===== src/rtl/vtd_pkg.sv =====
package vtd_pkg;

    // Polarity report codes; software decodes these values.
    typedef enum logic [1:0] {
        POL_LOW  = 2'd0,
        POL_HIGH = 2'd1,
        POL_NONE = 2'd2
    } sync_pol_e;

    localparam int SYNC_COUNT = 2;
    localparam int SYNC_H     = 0;
    localparam int SYNC_V     = 1;

endpackage


===== src/rtl/vtd_sync_classifier.sv =====
// Learns which level of a sync line is the pulse, from run lengths,
// and presents the line normalised to active-high.
module vtd_sync_classifier #(
    parameter int CNT_W = 16
) (
    input  logic                clk,
    input  logic                rst_n,
    input  logic                sync_raw,
    input  logic [CNT_W-1:0]    quiet_limit,
    output logic                sync_act,
    output vtd_pkg::sync_pol_e  pol
);
    import vtd_pkg::*;

    localparam logic [CNT_W-1:0] C_ONE = {{(CNT_W-1){1'b0}}, 1'b1};

    typedef struct packed {
        logic             primed;
        logic             prev;
        logic             seen_edge;
        logic [CNT_W-1:0] run;
        logic [CNT_W-1:0] hi_len;
        logic [CNT_W-1:0] lo_len;
        logic             have_hi;
        logic             have_lo;
        sync_pol_e        pol;
    } cls_st_t;

    cls_st_t st_d, st_q;

    always_comb begin
        st_d        = st_q;
        st_d.primed = 1'b1;
        st_d.prev   = sync_raw;
        if (!st_q.primed) begin
            st_d.run = C_ONE;
        end else if (sync_raw != st_q.prev) begin
            // a level just ended; keep its length only if it began at an edge
            if (st_q.seen_edge) begin
                if (st_q.prev) begin
                    st_d.hi_len  = st_q.run;
                    st_d.have_hi = 1'b1;
                end else begin
                    st_d.lo_len  = st_q.run;
                    st_d.have_lo = 1'b1;
                end
            end
            st_d.seen_edge = 1'b1;
            st_d.run       = C_ONE;
        end else begin
            if (st_q.run != '1) st_d.run = st_q.run + C_ONE;
            if (st_d.run >= quiet_limit) begin
                st_d.have_hi   = 1'b0;
                st_d.have_lo   = 1'b0;
                st_d.seen_edge = 1'b0;
            end
        end
        if (st_d.have_hi && st_d.have_lo)
            st_d.pol = (st_d.hi_len <= st_d.lo_len) ? POL_HIGH : POL_LOW;
        else
            st_d.pol = POL_NONE;
    end

    always_ff @(posedge clk or negedge rst_n) begin
        if (!rst_n) begin
            st_q     <= '0;
            st_q.pol <= POL_NONE;
        end else begin
            st_q <= st_d;
        end
    end

    always_comb begin
        case (st_q.pol)
            POL_HIGH: sync_act = sync_raw;
            POL_LOW:  sync_act = ~sync_raw;
            default:  sync_act = 1'b0;
        endcase
    end

    assign pol = st_q.pol;

endmodule


===== src/rtl/vtd_de_monitor.sv =====
// Tracks whether DE has changed level within the timeout window.
module vtd_de_monitor #(
    parameter int CNT_W = 16
) (
    input  logic             clk,
    input  logic             rst_n,
    input  logic             de_in,
    input  logic [CNT_W-1:0] quiet_limit,
    output logic             de_alive
);
    localparam logic [CNT_W-1:0] C_ONE = {{(CNT_W-1){1'b0}}, 1'b1};

    typedef struct packed {
        logic             primed;
        logic             prev;
        logic [CNT_W-1:0] quiet;
        logic             alive;
    } mon_st_t;

    mon_st_t st_d, st_q;

    always_comb begin
        st_d        = st_q;
        st_d.primed = 1'b1;
        st_d.prev   = de_in;
        if (st_q.primed && (de_in != st_q.prev)) begin
            st_d.quiet = '0;
            st_d.alive = 1'b1;
        end else begin
            if (st_q.quiet != '1) st_d.quiet = st_q.quiet + C_ONE;
            if (st_d.quiet >= quiet_limit) st_d.alive = 1'b0;
        end
    end

    always_ff @(posedge clk or negedge rst_n) begin
        if (!rst_n) st_q <= '0;
        else        st_q <= st_d;
    end

    assign de_alive = st_q.alive;

endmodule


===== src/rtl/vtd_frame_meter.sv =====
// Per-line and per-frame counters on normalised syncs; publishes at frame start.
module vtd_frame_meter #(
    parameter int CNT_W  = 16,
    parameter int LINE_W = 12
) (
    input  logic              clk,
    input  logic              rst_n,
    input  logic              hs_act,
    input  logic              vs_act,
    input  logic              de_in,
    output logic              frame_tick,
    output logic [CNT_W-1:0]  pub_width,
    output logic [LINE_W-1:0] pub_height,
    output logic [CNT_W-1:0]  pub_hsw,
    output logic [CNT_W-1:0]  pub_vsw,
    output logic [CNT_W-1:0]  pub_hbp,
    output logic [CNT_W-1:0]  pub_hfp,
    output logic [LINE_W-1:0] pub_vbp,
    output logic [LINE_W-1:0] pub_vfp
);
    localparam logic [CNT_W-1:0]  C_ONE = {{(CNT_W-1){1'b0}}, 1'b1};
    localparam logic [LINE_W-1:0] L_ONE = {{(LINE_W-1){1'b0}}, 1'b1};

    typedef struct packed {
        logic              hs_prev;
        logic              vs_prev;
        logic              armed;
        logic              line_de;
        logic              seen_active;
        logic [CNT_W-1:0]  de_cnt;
        logic [CNT_W-1:0]  hbp_cnt;
        logic [CNT_W-1:0]  hfp_cnt;
        logic [CNT_W-1:0]  hs_cnt;
        logic [CNT_W-1:0]  vs_cnt;
        logic [CNT_W-1:0]  line_width;
        logic [CNT_W-1:0]  line_hbp;
        logic [CNT_W-1:0]  line_hfp;
        logic [CNT_W-1:0]  line_hsw;
        logic [CNT_W-1:0]  line_vsw;
        logic [LINE_W-1:0] height_run;
        logic [LINE_W-1:0] vbp_run;
        logic [LINE_W-1:0] vfp_run;
        logic [CNT_W-1:0]  out_width;
        logic [CNT_W-1:0]  out_hsw;
        logic [CNT_W-1:0]  out_vsw;
        logic [CNT_W-1:0]  out_hbp;
        logic [CNT_W-1:0]  out_hfp;
        logic [LINE_W-1:0] out_height;
        logic [LINE_W-1:0] out_vbp;
        logic [LINE_W-1:0] out_vfp;
    } mtr_st_t;

    mtr_st_t st_d, st_q;
    logic h_rise, h_fall, v_rise, v_fall;

    function automatic logic [CNT_W-1:0] inc_c(input logic [CNT_W-1:0] v);
        return (v == '1) ? v : v + C_ONE;
    endfunction

    function automatic logic [LINE_W-1:0] inc_l(input logic [LINE_W-1:0] v);
        return (v == '1) ? v : v + L_ONE;
    endfunction

    assign h_rise     = hs_act & ~st_q.hs_prev;
    assign h_fall     = ~hs_act & st_q.hs_prev;
    assign v_rise     = vs_act & ~st_q.vs_prev;
    assign v_fall     = ~vs_act & st_q.vs_prev;
    assign frame_tick = v_rise & st_q.armed;

    always_comb begin
        st_d         = st_q;
        st_d.hs_prev = hs_act;
        st_d.vs_prev = vs_act;

        // free-running pixel counters
        st_d.hfp_cnt = de_in ? '0 : inc_c(st_q.hfp_cnt);
        if (de_in) st_d.de_cnt = inc_c(st_q.de_cnt);
        if (de_in && !st_q.line_de) begin
            st_d.line_hbp = st_q.hbp_cnt;
            st_d.line_de  = 1'b1;
        end
        if (!hs_act && !st_q.line_de && !de_in) st_d.hbp_cnt = inc_c(st_q.hbp_cnt);
        if (hs_act) st_d.hs_cnt = inc_c(st_q.hs_cnt);
        if (h_fall) st_d.line_hsw = st_q.hs_cnt;
        if (vs_act) st_d.vs_cnt = inc_c(st_q.vs_cnt);
        if (v_fall) st_d.line_vsw = st_q.vs_cnt;

        // a line closes at each horizontal sync start
        if (h_rise) begin
            if (st_q.line_de) begin
                st_d.line_width  = st_q.de_cnt;
                st_d.line_hfp    = st_q.hfp_cnt;
                st_d.height_run  = inc_l(st_q.height_run);
                st_d.vfp_run     = '0;
                st_d.seen_active = 1'b1;
            end else begin
                st_d.vfp_run = inc_l(st_q.vfp_run);
                if (!st_q.seen_active) st_d.vbp_run = inc_l(st_q.vbp_run);
            end
            st_d.line_de = de_in;
            st_d.de_cnt  = de_in ? C_ONE : '0;
            st_d.hbp_cnt = '0;
            st_d.hs_cnt  = C_ONE;
        end

        // back porch counting restarts when the vertical pulse ends
        if (v_fall) begin
            st_d.vbp_run     = '0;
            st_d.seen_active = 1'b0;
        end

        // frame boundary: publish the finished frame
        if (v_rise) begin
            if (st_q.armed) begin
                st_d.out_width  = st_d.line_width;
                st_d.out_hsw    = st_d.line_hsw;
                st_d.out_vsw    = st_d.line_vsw;
                st_d.out_hbp    = st_d.line_hbp;
                st_d.out_hfp    = st_d.line_hfp;
                st_d.out_height = st_d.height_run;
                st_d.out_vbp    = st_d.vbp_run;
                st_d.out_vfp    = st_d.vfp_run;
            end
            st_d.armed      = 1'b1;
            st_d.height_run = '0;
            st_d.vs_cnt     = C_ONE;
        end
    end

    always_ff @(posedge clk or negedge rst_n) begin
        if (!rst_n) st_q <= '0;
        else        st_q <= st_d;
    end

    assign pub_width  = st_q.out_width;
    assign pub_height = st_q.out_height;
    assign pub_hsw    = st_q.out_hsw;
    assign pub_vsw    = st_q.out_vsw;
    assign pub_hbp    = st_q.out_hbp;
    assign pub_hfp    = st_q.out_hfp;
    assign pub_vbp    = st_q.out_vbp;
    assign pub_vfp    = st_q.out_vfp;

endmodule


===== src/rtl/vtd_timing_detector.sv =====
module vtd_timing_detector #(
    parameter int CNT_W  = 16,
    parameter int LINE_W = 12
) (
    input  logic              clk,
    input  logic              rst_n,
    input  logic              link_lock,
    input  logic              hsync_in,
    input  logic              vsync_in,
    input  logic              de_in,
    input  logic [CNT_W-1:0]  quiet_limit,
    output logic              link_status,
    output logic              stream_present,
    output logic [1:0]        hsync_pol,
    output logic [1:0]        vsync_pol,
    output logic [CNT_W-1:0]  act_width,
    output logic [LINE_W-1:0] act_height,
    output logic [CNT_W-1:0]  hsync_len,
    output logic [CNT_W-1:0]  vsync_len,
    output logic [CNT_W-1:0]  hporch_back,
    output logic [CNT_W-1:0]  hporch_front,
    output logic [LINE_W-1:0] vporch_back,
    output logic [LINE_W-1:0] vporch_front
);
    import vtd_pkg::*;

    logic [SYNC_COUNT-1:0] sync_raw;
    logic [SYNC_COUNT-1:0] sync_act;
    sync_pol_e             sync_pol [SYNC_COUNT];
    logic                  de_alive;
    logic                  frame_tick;

    assign sync_raw[SYNC_H] = hsync_in;
    assign sync_raw[SYNC_V] = vsync_in;

    for (genvar gi = 0; gi < SYNC_COUNT; gi++) begin : g_sync
        vtd_sync_classifier #(.CNT_W(CNT_W)) u_cls (
            .clk         (clk),
            .rst_n       (rst_n),
            .sync_raw    (sync_raw[gi]),
            .quiet_limit (quiet_limit),
            .sync_act    (sync_act[gi]),
            .pol         (sync_pol[gi])
        );
    end

    vtd_de_monitor #(.CNT_W(CNT_W)) u_de (
        .clk         (clk),
        .rst_n       (rst_n),
        .de_in       (de_in),
        .quiet_limit (quiet_limit),
        .de_alive    (de_alive)
    );

    vtd_frame_meter #(.CNT_W(CNT_W), .LINE_W(LINE_W)) u_meter (
        .clk        (clk),
        .rst_n      (rst_n),
        .hs_act     (sync_act[SYNC_H]),
        .vs_act     (sync_act[SYNC_V]),
        .de_in      (de_in),
        .frame_tick (frame_tick),
        .pub_width  (act_width),
        .pub_height (act_height),
        .pub_hsw    (hsync_len),
        .pub_vsw    (vsync_len),
        .pub_hbp    (hporch_back),
        .pub_hfp    (hporch_front),
        .pub_vbp    (vporch_back),
        .pub_vfp    (vporch_front)
    );

    typedef struct packed {
        logic link;
        logic stream;
    } flag_st_t;

    flag_st_t fl_d, fl_q;

    always_comb begin
        fl_d.link   = link_lock;
        fl_d.stream = link_lock & de_alive;
    end

    always_ff @(posedge clk or negedge rst_n) begin
        if (!rst_n) fl_q <= '0;
        else        fl_q <= fl_d;
    end

    assign link_status    = fl_q.link;
    assign stream_present = fl_q.stream;
    assign hsync_pol      = sync_pol[SYNC_H];
    assign vsync_pol      = sync_pol[SYNC_V];

endmodule


===== config.mk =====
export PLATFORM = sky130hd
export DESIGN_NAME = vtd_timing_detector
export DESIGN_NICKNAME = d
export VERILOG_FILES = /design/src/rtl/vtd_pkg.sv /design/src/rtl/vtd_sync_classifier.sv /design/src/rtl/vtd_de_monitor.sv /design/src/rtl/vtd_frame_meter.sv /design/src/rtl/vtd_timing_detector.sv
export SDC_FILE = /design/constraint.sdc
export NUM_CORES = 1
export LEC_CHECK = 0
export BUFFER_PORTS_ARGS = -buffer_cell sky130_fd_sc_hd__buf_2
export CORE_ASPECT_RATIO = 0.7
export CORE_MARGIN = 10
export CORE_UTILIZATION = 53
export CTS_CLUSTER_SIZE = 14
export DETAILED_ROUTE_END_ITERATION = 10
export HOLD_SLACK_MARGIN = 0.02
export PLACE_DENSITY = 0.79
export SYNTH_ARGS = -nofsm -noshare
export SYNTH_HDL_FRONTEND = slang
export SYNTH_SLANG_ARGS = --single-unit

===== constraint.sdc =====
create_clock -name clk -period 4.7 [get_ports clk]
set_clock_uncertainty 0.05 [all_clocks]
set_input_delay 0 -clock clk [delete_from_list [all_inputs] [get_ports clk]]
set_output_delay 0 -clock clk [all_outputs]
set_load 0.02 [all_outputs]

==> results of run 1 <==
[placed cells by master, fill, tap and decap left out, drive strengths merged, types with 13 or more instances in the layout]
master	count
nor2b	44
o21ai	52
xor2	63
inv	69
nor4	16
and3	21
xnor2	52
a21oi	45
nor2	147
ha	91
or3	13
nand4	52
buf	158
nand3	79
nor3	34
mux2i	43
a211oi	16
and4	17
nand2	211
clkbuf	59
o31ai	13
dfrtp	444
mux2	172
[what timing repair did]
item | 4_1_cts | 5_1_grt
endpoints found under the hold margin | 129 | 0
setup endpoints to repair | 0 | 0
setup buffers | 0 | 0
hold buffers | 5 | 0
[report_power, final]
part           internal, mW  switching [mW]
Combinational         0.684            1.34
Clock                  2.22            1.47
Sequential             4.13           0.243
[routing by layer]
layer  track usage [%]  routed length [um]  vias up
li1                  -                   -     6729
met4              4.97                1010        0
met3              3.98                2740       79
met5                 0                   0        -
met1              25.8               21300     7033
met2              28.3               19800      367
[cell type report]
cell class / count / area, um2 / area share, %
inverter: 69 / 259 / 1.10
multi-input combinational: 1271 / 8970 / 38.1
tap: 535 / 669 / 2.85
clock inverter: 21 / 303 / 1.29
clock buffer: 59 / 1230 / 5.22
timing repair buffer: 163 / 926 / 3.94
sequential: 446 / 11200 / 47.5
[synth_stat cells, drive strengths merged (2+ instances only)]
cell    number
o31ai       13
nor2       147
a21boi       3
and2        11
a21oi       45
a21o         3
dfstp        2
ha          91
nand2b       9
nor2b       44
o21ai       52
and3        21
nand4b       4
nand3b       4
mux2i       43
nor3b        2
o21a         7
a211oi      16
nor3        34
a31oi        7
nand3       79
and4        17
buf        157
nor4        16
or3         13
inv         68
a221oi       2
o211ai       5
a41oi        4
o22ai        2
dfrtp      444
xnor2       52
a221o        2
nand4       52
or4          5
or2          4
xor2        63
nand2      211
clkbuf      28
mux2       172
[registers in the layout, indices dropped and copies added, names as in the netlist, 4 cells and up]
register	cells
g_sync.u_cls.pol	4
g_sync.u_cls.st_q	104
u_de.st_q	18
u_meter.pub_hbp	16
u_meter.pub_height	12
u_meter.pub_hfp	16
u_meter.pub_hsw	16
u_meter.pub_vbp	12
u_meter.pub_vfp	12
u_meter.pub_vsw	16
u_meter.pub_width	16
u_meter.st_q	201
[metrics by stage]
step / hold WS, ps / setup WS, ps
2_1_floorplan: -346 / 1560
3_3_place_gp: 63.3 / 1180
3_5_place_dp: 57.8 / 1080
4_1_cts: 25.4 / 1060
5_1_grt: 81.2 / 755
6_report: 28.4 / 1020
[worst max-delay path, stage by stage, from the launching register on]
cell and delay [ps]:
sky130_fd_sc_hd__dfrtp_1 420, sky130_fd_sc_hd__ha_1 210, sky130_fd_sc_hd__nand2_1 110, sky130_fd_sc_hd__or3_4 420, sky130_fd_sc_hd__or3_1 550, sky130_fd_sc_hd__a21oi_1 250, sky130_fd_sc_hd__ha_1 270, sky130_fd_sc_hd__a211oi_1 220
sky130_fd_sc_hd__o21ai_0 160, sky130_fd_sc_hd__a21oi_1 200, sky130_fd_sc_hd__o22ai_1 160, sky130_fd_sc_hd__or3_1 420, sky130_fd_sc_hd__a21oi_1 150
[logic make-up (layout without fill, tap and decap cells)]
kind of cell	after synthesis	in the layout	synth area share (%)
simple gates	677	677	15.6
flops	446	446	51.7
buf+inv	254	312	6.78
mux	215	215	11.0
compound gates	172	172	4.98
xor+xnor	115	115	4.67
fa+ha+maj	91	91	5.27
other cells	1	1	0.0174
[how the worst max path moves through the flow]
stage                        startpoint  cells past startpoint  slack [ps]                      to
6_report       g_sync[0].u_cls.st_q[37]                     12        1020  g_sync[0].u_cls.pol[0]
4_1_cts        g_sync[0].u_cls.st_q[37]                     12        1060  g_sync[0].u_cls.pol[0]
3_3_place_gp   g_sync[0].u_cls.st_q[36]                     12        1180  g_sync[0].u_cls.pol[0]
5_1_grt        g_sync[0].u_cls.st_q[37]                     12         750  g_sync[0].u_cls.pol[0]
3_5_place_dp   g_sync[0].u_cls.st_q[37]                     12        1080  g_sync[0].u_cls.pol[0]
2_1_floorplan  g_sync[0].u_cls.st_q[36]                     14        1560  g_sync[0].u_cls.pol[0]
==> flow_summary.yaml, run 1 <==
timing:
  fmax_ghz: 0.272
  final.setup.tns_ps: 0
  post-route-period-util_pct: 78.2
  finalSetupViolations: 0
  slew_headroom_pct: 17.4
  rsz0062_at_grt: "false"
  final_max_slew_viol_count: 0
  hold_viol: 0
  max_slew.worst_pin.slew_ps: 1240
  period_minus_slack_ps: 3680
synthesis:
  synth_edf_count: 0
  synth_top_area_share_pct: 51.5
  yosys.cell_types.count: 74
  postSynth.topFlopCell: "sky130_fd_sc_hd__dfrtp_1"
  synthesis.instances: 1971
  yosysWarnings: 0
  synthTopCellsByArea: "sky130_fd_sc_hd__dfrtp_1 (51%), sky130_fd_sc_hd__mux2_2 (8.9%), sky130_fd_sc_hd__ha_1 (5.3%), sky130_fd_sc_hd__buf_4 (4.3%), sky130_fd_sc_hd__nand2_1 (3.7%)"
  synth_area_per_cell_um2: 11.0
  async_flop_share_pct: 100
  synthesis.area_um2: 21600
  synth_largest_area_cell: "sky130_fd_sc_hd__dfrtp_1"
  synth_nets: 2084
  yosysSeqAreaShare_pct: 51.7
  postSynthRegisterBits: 446
floorplanning:
  die_x_um: 261
  die_area_um2: 49300
  num_io_pins: 144
  floorplan_die_height_um: 189
  floorplan.rows: 61
  initial_core_util_pct: 54.0
  coreArea_um2: 40000
critical_path:
  required_ps: 5110
  worst-path-max-fanout: 8
  crit_path_end_kind: "flop"
  crit-reg2reg-launch: "g_sync[0].u_cls.st_q[37]"
  setup.worst_path.start_class: "flop"
  arrival_ps: 4080
  setup.reg_to_reg.worst_slack_ps: 1020
  regToRegEndpoint: "g_sync[0].u_cls.pol[0]"
  worstRegToRegCells: 12
  worstSetupPathType: "flop to flop"
clocking:
  tritoncts: "built"
  ctsResizeCount: 0
  clk_transition_reported_paths_ps: 60
  clock_tree.htree_level_count: 2
  clockBufferDepth: 3
  tritoncts_num_sinks: 446
  cts.root.buffer_cell: "sky130_fd_sc_hd__clkbuf_16"
  clkLatencyLatePin_ps: 550
  cts_inserted_buffers: 44
global_routing:
  grt_first_pass_wirelength_um: 75100
  globalRouteOverflowTotal: 0
  grt_max_degree: 151
  via_count_of_the_first_global_routing_pass: 14600
  grt.total_usage_pct: 18.4
  grt_antenna_before_repair: 1
min_path:
  min-delay-path-class: "input port to asynchronous set/reset pin"
place:
  detailed_place.area_um2: 21900
  finalWeightedCongestion: 0.902
  place.detailed.instances: 2479
  detailedPlacementHpwl_um: 31500
  port-buffer-count: 143
routing:
  drtPass1Iterations: 7
  detail_route.vias_per_cell: 5.54
  finalWirelength_um: 44900
  antenna_left: 0
  detailroute.via_count: 14200
  drt_drc_violations_left: 0
  post_dr_wirelength_cell_um: 17.5
  drt_iter0_markers: 969
power_and_ir_drop:
  power-per-cell-area_nw_per_um2: 430
  ir_worst_vdd_v: 0.000341
  total_leakage_power_nw: 11.9
  power.total_mw: 10.1
run_status:
  run_status: "finished clean"
cells_and_area:
  layout.nets: 2108
  instances_no_fill: 2564
  syn_to_final_growth_pct: 8.96
  post-route-util_pct: 58.8
  fill_cells: 3229
  layout-drive-gt1-share_pct: 21.1
  number_of_diodes: 0
  fin_area_um2: 23500
run:
  max_cap_viol_count: 0
Note: power is estimated with default switching activity, not from simulation.
==> inputs of run 2 (changes only) <==
Clock period 4.7 ns to 3.6 ns, I/O delays scaled along.
==> flow_summary.yaml, run 2 (synthesis results as in run 1) <==
floorplanning:
  coreArea_um2: 40000
  die_area_um2: 49300
  floorplan_die_height_um: 189
  initial_core_util_pct: 54.0
  num_io_pins: 144
  die_x_um: 261
  floorplan.rows: 61
global_routing:
  grt_antenna_before_repair: 0
  grt_max_degree: 106
  globalRouteOverflowTotal: 0
  grt_first_pass_wirelength_um: 76000
  via_count_of_the_first_global_routing_pass: 14900
  grt.total_usage_pct: 18.6
cells_and_area:
  final_common_cell: "sky130_fd_sc_hd__dfrtp_1"
  layout.nets: 2125
  largest_register_ff_count: 201
  layout-drive-gt1-share_pct: 22.2
  fin_area_um2: 23700
  instances_no_fill: 2585
  final_cell_mix: "sky130_fd_sc_hd__dfrtp_1 (442), sky130_fd_sc_hd__nand2_1 (210), sky130_fd_sc_hd__mux2_2 (171), sky130_fd_sc_hd__nor2_1 (145), sky130_fd_sc_hd__buf_2 (142)"
  largest-register: "u_meter.st_q"
  layout_top_registers: "u_meter.st_q: 201 flops, g_sync.u_cls.st_q: 104 flops, u_de.st_q: 18 flops"
  syn_to_final_growth_pct: 9.64
place:
  detailedPlacementHpwl_um: 32300
  place.detailed.instances: 2494
  detailed_place.area_um2: 22100
  port-buffer-count: 143
  finalWeightedCongestion: 0.882
routing:
  antenna_left: 0
  post_dr_wirelength_cell_um: 17.6
  drt_iter0_markers: 1249
  detail_route.vias_per_cell: 5.56
  finalWirelength_um: 45400
  drtPass1Iterations: 5
  detailroute.via_count: 14400
  drt_drc_violations_left: 0
timing:
  finalSetupViolations: 0
  period_minus_slack_ps: 3390
  rsz0062_at_grt: "false"
  post-route-period-util_pct: 94.2
  fmax_ghz: 0.295
  max_slew.worst_pin.slew_ps: 827
  final_max_slew_viol_count: 0
  hold_viol: 0
  slew_headroom_pct: 44.8
power_and_ir_drop:
  power-per-cell-area_nw_per_um2: 553
  ir_worst_vdd_v: 0.000508
  total_leakage_power_nw: 12.0
  power.total_mw: 13.1
critical_path:
  cpMostUsedCell: "sky130_fd_sc_hd__a21oi_1"
  worstSetupPathType: "flop to flop"
  kind_of_cell_with_the_highest_combined_delay_on_the_critical_path: "compound AO/OA/AOI/OAI gates"
  cp_slowest_stage_delay_ps: 420
  required_ps: 4020
  worstPathCellList: "ha_2, nand3_1, nor4_2, buf_4, a31oi_1, a41oi_1, ha_1, a21oi_1, nand2_1, a211oi_1, o22ai_2, or3_1, a21oi_1"
  worst_path_buffer_plus_inverter_count: 1
  setup.worst_path.start_class: "flop"
  worstRegToRegCells: 13
  critical_path_depth: 13
  worst-path-max-fanout: 5
  crit_path_end_kind: "flop"
  crit_slowest_cell: "sky130_fd_sc_hd__dfrtp_1"
  arrival_ps: 3810
clocking:
  clkLatencyLatePin_ps: 560
  tritoncts: "built"
  cts_inserted_buffers: 44
  clockBufferDepth: 3
  clock_tree.htree_level_count: 2
  tritoncts_num_sinks: 446
  clk_transition_reported_paths_ps: 60
  cts.root.buffer_cell: "sky130_fd_sc_hd__clkbuf_16"
run:
  max_cap_viol_count: 0
min_path:
  min-delay-path-class: "input port to asynchronous set/reset pin"
run_status:
  run_status: "finished clean"
==> run 2: what timing repair did <==
action                                 CTS  global route
buffers inserted                         0             1
endpoints found under the hold margin  127             0
pin swaps                                0             1
gates cloned                             0             0
hold buffers                             6             0
setup endpoints to repair                1             2
resized for setup                        1             8
==> run 2: cell type report <==
type / instances / area [um2]
diodes: 3 / 7.51
clock buffers: 66 / 1310
clock inverters: 15 / 183
fillers: 3246 / 16300
inverters: 69 / 259
multi-input cells: 1271 / 9000
flip-flops and latches: 446 / 11200
well taps: 535 / 669
repair buffers: 180 / 1070
==> run 2: power by group <==
part / internal [mW] / switching (mW) / total, mW
combinational: 0.925 / 1.75 / 2.67
clock: 2.75 / 1.94 / 4.69
sequential: 5.40 / 0.333 / 5.73
total: 9.07 / 4.02 / 13.1
==> run 2: worst paths after layout <==
check                                         start                       end  slack [ps]
setup / recovery           g_sync[1].u_cls.st_q[37]    g_sync[1].u_cls.pol[0]         210
hold / removal                                rst_n             u_de.st_q[14]          60
setup reg to reg           g_sync[1].u_cls.st_q[37]    g_sync[1].u_cls.pol[0]         210
hold reg to reg                   u_meter.st_q[199]         u_meter.st_q[199]         420
max in group asynchronous                     rst_n  g_sync[0].u_cls.st_q[18]        2420
min in group clk                          link_lock               link_status          60
==> run 2: through the flow <==
stage | hold slack, ps | setup WS [ps] | TNS, ps | utilization, %
detailed placement | 77.5 | -33.5 | -33.5 | 55.2
floorplan | -346 | 463 | 0 | -
finish | 60.6 | 208 | 0 | 59.2
global route | 63.1 | 14.6 | 0 | 59.2
CTS | 31.1 | 63.9 | 0 | 59.1
global placement | 67.1 | 152 | 0 | 55.2
==> run 2: metal layers <==
metal / global-route usage (%) / vias to the layer above / wire length [um]
li1: - / 6785 / -
met1: 25.8 / 7184 / 20900
met2: 29.8 / 341 / 21100
met3: 3.48 / 75 / 2600
met4: 3.95 / 0 / 736
met5: 0 / - / 0
